<file path="src/rtl/sdram_ref_pkg.sv">
`timescale 1ns/1ps
package sdram_ref_pkg;
  typedef enum logic [2:0] {
    CMD_NOP  = 3'b000,
    CMD_PALL = 3'b001,
    CMD_AREF = 3'b010,
    CMD_SREN = 3'b011,
    CMD_SREX = 3'b100
  } sd_cmd_e;

  typedef enum logic [3:0] {
    ST_IDLE, ST_XFER, ST_AREF, ST_RWAIT, ST_PALL,
    ST_SREN, ST_SLEEP, ST_SREX, ST_XWAIT
  } seq_st_e;

  localparam logic [1:0] LP_SELF_REFRESH = 2'b01;
endpackage

</file>
<file path="src/rtl/sdr_ref_timer.sv">
`timescale 1ns/1ps
module sdr_ref_timer #(
  parameter int TW = 16
) (
  input  logic          clk_i,
  input  logic          rst_ni,
  input  logic [TW-1:0] period_i,
  input  logic          reload_i,
  output logic          tick_o
);
  logic [TW-1:0] cnt_q;

  assign tick_o = !reload_i && (cnt_q == TW'(1));

  always_ff @(posedge clk_i or negedge rst_ni) begin
    if (!rst_ni)                                 cnt_q <= '0;
    else if (reload_i || cnt_q == '0 || tick_o)  cnt_q <= period_i;
    else                                         cnt_q <= cnt_q - TW'(1);
  end
endmodule

</file>
<file path="src/rtl/sdr_idle_timer.sv">
`timescale 1ns/1ps
module sdr_idle_timer #(
  parameter int SHORT_WAIT = 64,
  parameter int LONG_WAIT  = 128
) (
  input  logic       clk_i,
  input  logic       rst_ni,
  input  logic [1:0] code_i,
  input  logic       clear_i,
  output logic       expired_o
);
  localparam int CW = $clog2(LONG_WAIT + 1);

  logic [CW-1:0] cnt_q, lim;

  // 11 is reserved and falls back to immediate entry
  always_comb begin
    case (code_i)
      2'b01:   lim = CW'(SHORT_WAIT);
      2'b10:   lim = CW'(LONG_WAIT);
      default: lim = '0;
    endcase
  end

  assign expired_o = !clear_i && (cnt_q >= lim);

  always_ff @(posedge clk_i or negedge rst_ni) begin
    if (!rst_ni)         cnt_q <= '0;
    else if (clear_i)    cnt_q <= '0;
    else if (cnt_q < lim) cnt_q <= cnt_q + CW'(1);
  end
endmodule

</file>
<file path="src/rtl/sdram_refresh_seq.sv">
`timescale 1ns/1ps
module sdram_refresh_seq
  import sdram_ref_pkg::*;
#(
  parameter int TW         = 16,
  parameter int TRFC       = 4,
  parameter int TXSR       = 8,
  parameter int IDLE_SHORT = 64,
  parameter int IDLE_LONG  = 128
) (
  input  logic          clk_i,
  input  logic          rst_ni,
  input  logic          req_i,
  input  logic          done_i,
  input  logic [TW-1:0] ref_period_i,
  input  logic [1:0]    lp_mode_i,
  input  logic [1:0]    lp_timeout_i,
  output logic [2:0]    cmd_o,
  output logic          cke_o,
  output logic          busy_o,
  output logic          grant_o
);
  localparam int WMAX = (TRFC > TXSR) ? TRFC : TXSR;
  localparam int WW   = $clog2(WMAX + 1);

  seq_st_e        state_q, state_d;
  logic [WW-1:0]  wcnt_q;
  logic           ref_pend_q, tick, idle_exp, asleep, lp_on;

  assign lp_on  = (lp_mode_i == LP_SELF_REFRESH);
  assign asleep = state_q inside {ST_SREN, ST_SLEEP, ST_SREX, ST_XWAIT};

  sdr_ref_timer #(.TW(TW)) u_ref_timer (
    .clk_i    (clk_i),
    .rst_ni   (rst_ni),
    .period_i (ref_period_i),
    .reload_i (asleep),
    .tick_o   (tick)
  );

  sdr_idle_timer #(.SHORT_WAIT(IDLE_SHORT), .LONG_WAIT(IDLE_LONG)) u_idle_timer (
    .clk_i     (clk_i),
    .rst_ni    (rst_ni),
    .code_i    (lp_timeout_i),
    .clear_i   (state_q != ST_IDLE),
    .expired_o (idle_exp)
  );

  always_comb begin
    state_d = state_q;
    case (state_q)
      ST_IDLE: begin
        if (ref_pend_q)              state_d = ST_AREF;
        else if (req_i)              state_d = ST_XFER;
        else if (lp_on && idle_exp)  state_d = ST_PALL;
      end
      ST_XFER:  if (done_i) state_d = ST_IDLE;
      ST_AREF:  state_d = ST_RWAIT;
      ST_RWAIT: if (wcnt_q == '0) state_d = ST_IDLE;
      // access seen between precharge and entry: refresh instead
      ST_PALL:  state_d = req_i ? ST_AREF : ST_SREN;
      ST_SREN:  state_d = ST_SLEEP;
      ST_SLEEP: if (req_i) state_d = ST_SREX;
      ST_SREX:  state_d = ST_XWAIT;
      ST_XWAIT: if (wcnt_q == '0) state_d = ST_IDLE;
      default:  state_d = ST_IDLE;
    endcase
  end

  always_ff @(posedge clk_i or negedge rst_ni) begin
    if (!rst_ni) begin
      state_q    <= ST_IDLE;
      wcnt_q     <= '0;
      ref_pend_q <= 1'b0;
    end else begin
      state_q    <= state_d;
      ref_pend_q <= tick || (ref_pend_q && !(state_q inside {ST_AREF, ST_SREN}));
      if (state_q == ST_AREF)      wcnt_q <= WW'(TRFC - 1);
      else if (state_q == ST_SREX) wcnt_q <= WW'(TXSR - 1);
      else if (wcnt_q != '0)       wcnt_q <= wcnt_q - WW'(1);
    end
  end

  always_comb begin
    case (state_q)
      ST_PALL: cmd_o = CMD_PALL;
      ST_AREF: cmd_o = CMD_AREF;
      ST_SREN: cmd_o = CMD_SREN;
      ST_SREX: cmd_o = CMD_SREX;
      default: cmd_o = CMD_NOP;
    endcase
  end

  assign cke_o   = !(state_q inside {ST_SREN, ST_SLEEP});
  assign grant_o = (state_q == ST_IDLE) && !ref_pend_q && req_i;
  assign busy_o  = (state_q == ST_IDLE) ? ref_pend_q : (state_q != ST_XFER);
endmodule

</file>
<file path="config.mk">
export PLATFORM = sky130hd
export DESIGN_NAME = sdram_refresh_seq
export DESIGN_NICKNAME = d
export VERILOG_FILES = /design/src/rtl/sdram_ref_pkg.sv /design/src/rtl/sdr_ref_timer.sv /design/src/rtl/sdr_idle_timer.sv /design/src/rtl/sdram_refresh_seq.sv
export SDC_FILE = /design/constraint.sdc
export NUM_CORES = 1
export LEC_CHECK = 0
export BUFFER_PORTS_ARGS = -buffer_cell sky130_fd_sc_hd__buf_4
export CORE_UTILIZATION = 51
export DETAILED_ROUTE_END_ITERATION = 16
export PLACE_DENSITY = 0.75
export REMOVE_ABC_BUFFERS = 1
export SLEW_MARGIN = 10
export SYNTH_ARGS = -nofsm -noshare
export SYNTH_HDL_FRONTEND = slang
export SYNTH_SLANG_ARGS = --single-unit
</file>
<file path="constraint.sdc">
create_clock -name clk_i -period 1.7 [get_ports clk_i]
set_input_delay 0.34 -clock clk_i [delete_from_list [all_inputs] [get_ports clk_i]]
set_output_delay 0.34 -clock clk_i [all_outputs]
set_load 0.03 [all_outputs]
</file>
==> impl_metrics.py <==
metrics = {
    "status": {
        "status": "finished with violations",
        "violations": "setup timing",
    },
    "cells_and_area": {
        "layout_commonest_cell": "buf_4",
        "antenna_cells": 0,
        "final_cell_mix": "buf_4, dfrtp_1, nand2_1",
        "areaGrowthSynthToFinish_pct": 46.8,
        "layout.cells.non_filler": 347,
        "nets": 331,
        "drive_above_1_share": 0.411,
        "finalInstanceArea_um2": 2930,
    },
    "detailed_routing": {
        "post_drt_wl_per_cell_um": 15.4,
        "drtIter0Drc": 211,
        "first_pass_iters": 4,
        "detail-route-antenna-nets": 0,
        "drc": 0,
        "viasPerCell": 5.51,
        "vias": 1913,
        "drt-total-wl_mm": 5.35,
    },
    "power": {
        "p_leak_nw": 1.33,
        "p_per_area_nw_per_um2": 1850,
        "irDropWorstVdd_uv": 1080,
    },
    "flow_run": {
        "cap_viol_max_count": 0,
    },
    "clocking": {
        "cts_made_buffers": 5,
        "h-tree-depth": 2,
        "cts-root-buf": "clkbuf_8",
        "max-clock-path-buffers": 2,
        "cts.sinks": 33,
        "clk_pin_slew_worst_paths_ns": 0.08,
        "cts_tree": "built",
        "clk_latency_ns": 0.29,
    },
    "worst_hold_path": {
        "hold_path.class": "primary input to register",
        "whs_endpoint": "u_ref_timer.cnt_q[1]",
        "min_from": "ref_period_i[1]",
        "min_path_cells": 3,
    },
    "floorplanning": {
        "ioPinCount": 30,
        "dieArea_um2": 4160,
        "fp.dieH_um": 64.5,
        "start_util": 0.536,
        "fp-row-count": 22,
        "core_um2": 3720,
        "die_w_um": 64.5,
    },
    "logic_synthesis": {
        "ys.flop_type": "dfrtp_1",
        "syn_area_um2": 1990,
        "synth_top_cell_area_share": 0.414,
        "async_flop_share": 1.00,
        "synthTopCellsByArea": "dfrtp_1, xnor2_1, ha_1",
        "syn_inst": 225,
        "ys_types": 37,
        "yosysSeqAreaShare": 0.414,
        "synth_area_leader_cell": "dfrtp_1",
        "ys_warn_count": 0,
        "syn_avg_cell_area_um2": 8.86,
        "synth_edf_count": 0,
        "synth-seq-cells": 33,
    },
    "timing": {
        "setup_ws_ns": -0.207,
        "slew_violations": 0,
        "fin_skew_ns": 0.0110,
        "setup_viol": 21,
        "holdWs_ns": 0.248,
        "period_minus_slack_ns": 1.91,
        "post-route-period-util": 1.12,
        "rsz0062_at_grt": "true",
        "hold_viol": 0,
        "clock.fmax_mhz": 524,
        "worstMarginPinSlew_ns": 0.429,
        "slew-limit-headroom": 0.714,
    },
    "place": {
        "hpwl_mm": 3.02,
        "post-place-cells": 320,
        "post-place-ws_ns": -0.196,
        "numPortBuffers": 29,
        "place_congestion": 0.815,
        "placed_area_um2": 2430,
    },
    "critical_path": {
        "rrSetupSlack_ns": -0.19,
        "reg2reg_depth": 7,
        "worstPathCellList": "or4_4 -> nor3b_2 -> buf_4",
        "slowest_delay_ns": 0.56,
        "r2r-end": "u_ref_timer.cnt_q[9]",
        "cpLargestDelayFamily": "simple AND/OR/NAND/NOR gates",
        "path_max_fanout": 3,
        "rr_startpoint": "u_ref_timer.cnt_q[9]",
        "endpoint_kind": "output pin",
        "crit_type": "register to output pin",
        "setup.worst_path.start_class": "register",
        "cp_num_buf_inv": 1,
        "arrival_ns": 1.57,
        "crit_required_ns": 1.36,
        "critPathSlowestCell": "or4_4",
    },
    "global_route": {
        "grt_pass1_wl_mm": 8.66,
        "grt_pass1_vias": 1951,
        "grt.overflow.total": 0,
        "globalRouteTotalUtil": 0.278,
        "antenna_found_initial": 0,
        "grt_start_max_net_pins": 34,
    },
}
## flip-flops by register name, summed over array words and instances (netlist names)
| signal | flops |
|---|---|
| u_idle_timer.cnt_q | 8 |
| u_ref_timer.cnt_q | 16 |
| state_q | 4 |
| ref_pend_q | 1 |
| wcnt_q | 4 |
## logic make-up (layout without fill, tap and decap cells)
group                      after synthesis  in the layout  share of synthesized area
AOI/OAI and AO/OA                       40             40                      0.124
xor gates and xnor gates                24             24                      0.105
adders and majority gates                9              9                     0.0565
buffers and inverters                   19             93                     0.0452
DFF                                     33             33                      0.414
and+or+nand+nor                        100            100                      0.255
## layer usage
layer  wire length, um  track usage  share of wire  up-vias
li1                  -            -              -      914
met1              2190        0.313           0.41      916
met2              2840        0.488           0.53       63
met3               197       0.0704          0.037       20
met4               122        0.128          0.023        0
met5                 0            0              0        -
## layout make-up
type / count / area, um2
fill: 252 / 790
timing repair buffer: 74 / 651
sequential: 33 / 826
clock buffer: 7 / 96.3
clock inverter: 1 / 5.00
tap: 48 / 60.1
multi-input combinational: 173 / 1240
inverter: 11 / 43.8
## worst max-delay path by stage
stage / startpoint / to / slack, ns / depth (start not counted)
after global routing: state_q[1] / grant_o / -0.25 / 3
after floorplan: state_q[0] / grant_o / -0.58 / 2
final: state_q[1] / grant_o / -0.21 / 3
after CTS: state_q[1] / grant_o / -0.21 / 3
after global placement: u_ref_timer.cnt_q[10] / u_ref_timer.cnt_q[13] / -0.13 / 6
after detailed placement: u_ref_timer.cnt_q[10] / u_ref_timer.cnt_q[15] / -0.20 / 5
## power breakdown
part           total, mW  leakage, nW  internal, mW  switching (mW)
clock              0.667       0.0542         0.366           0.300
combinational       3.41        0.859          1.73            1.68
sequential          1.34        0.420          1.09           0.255
## per-stage QoR
step | TNS, ns | utilization | power [mW]
6_report | -3.07 | 0.788 | 5.42
5_1_grt | -4.18 | 0.788 | 5.80
4_1_cts | -2.42 | 0.751 | 5.02
3_5_place_dp | -3.16 | 0.654 | 3.69
3_3_place_gp | -2.51 | 0.654 | 3.59
2_1_floorplan | -8.27 | - | 2.74
## cells in the mapped netlist, types with 5 or more instances
master and n:
nor2_1 22, inv_1 11, and3_1 6, a21oi_1 7
xnor2_1 15, nor3_1 13, dfrtp_1 33, ha_1 9
nor2b_1 7, o21ai_0 20, clkbuf_1 5, xor2_1 9
nand2_1 29
## worst min-delay path, stage by stage
cell,delay [ns]
buf_4,0.09
nand2_4,0.04
o21ai_2,0.04
## timing repair
item / in CTS / in global routing
setup endpoints to repair: 23 / 32
hold buffers: 1 / 0
buffers inserted: 12 / 5
pin swaps: 12 / 11
hold endpoints to repair: 16 / 0
cloned: 2 / 1
gates resized for setup: 42 / 29
No activity file was read; power rests on OpenSTA's default activity.
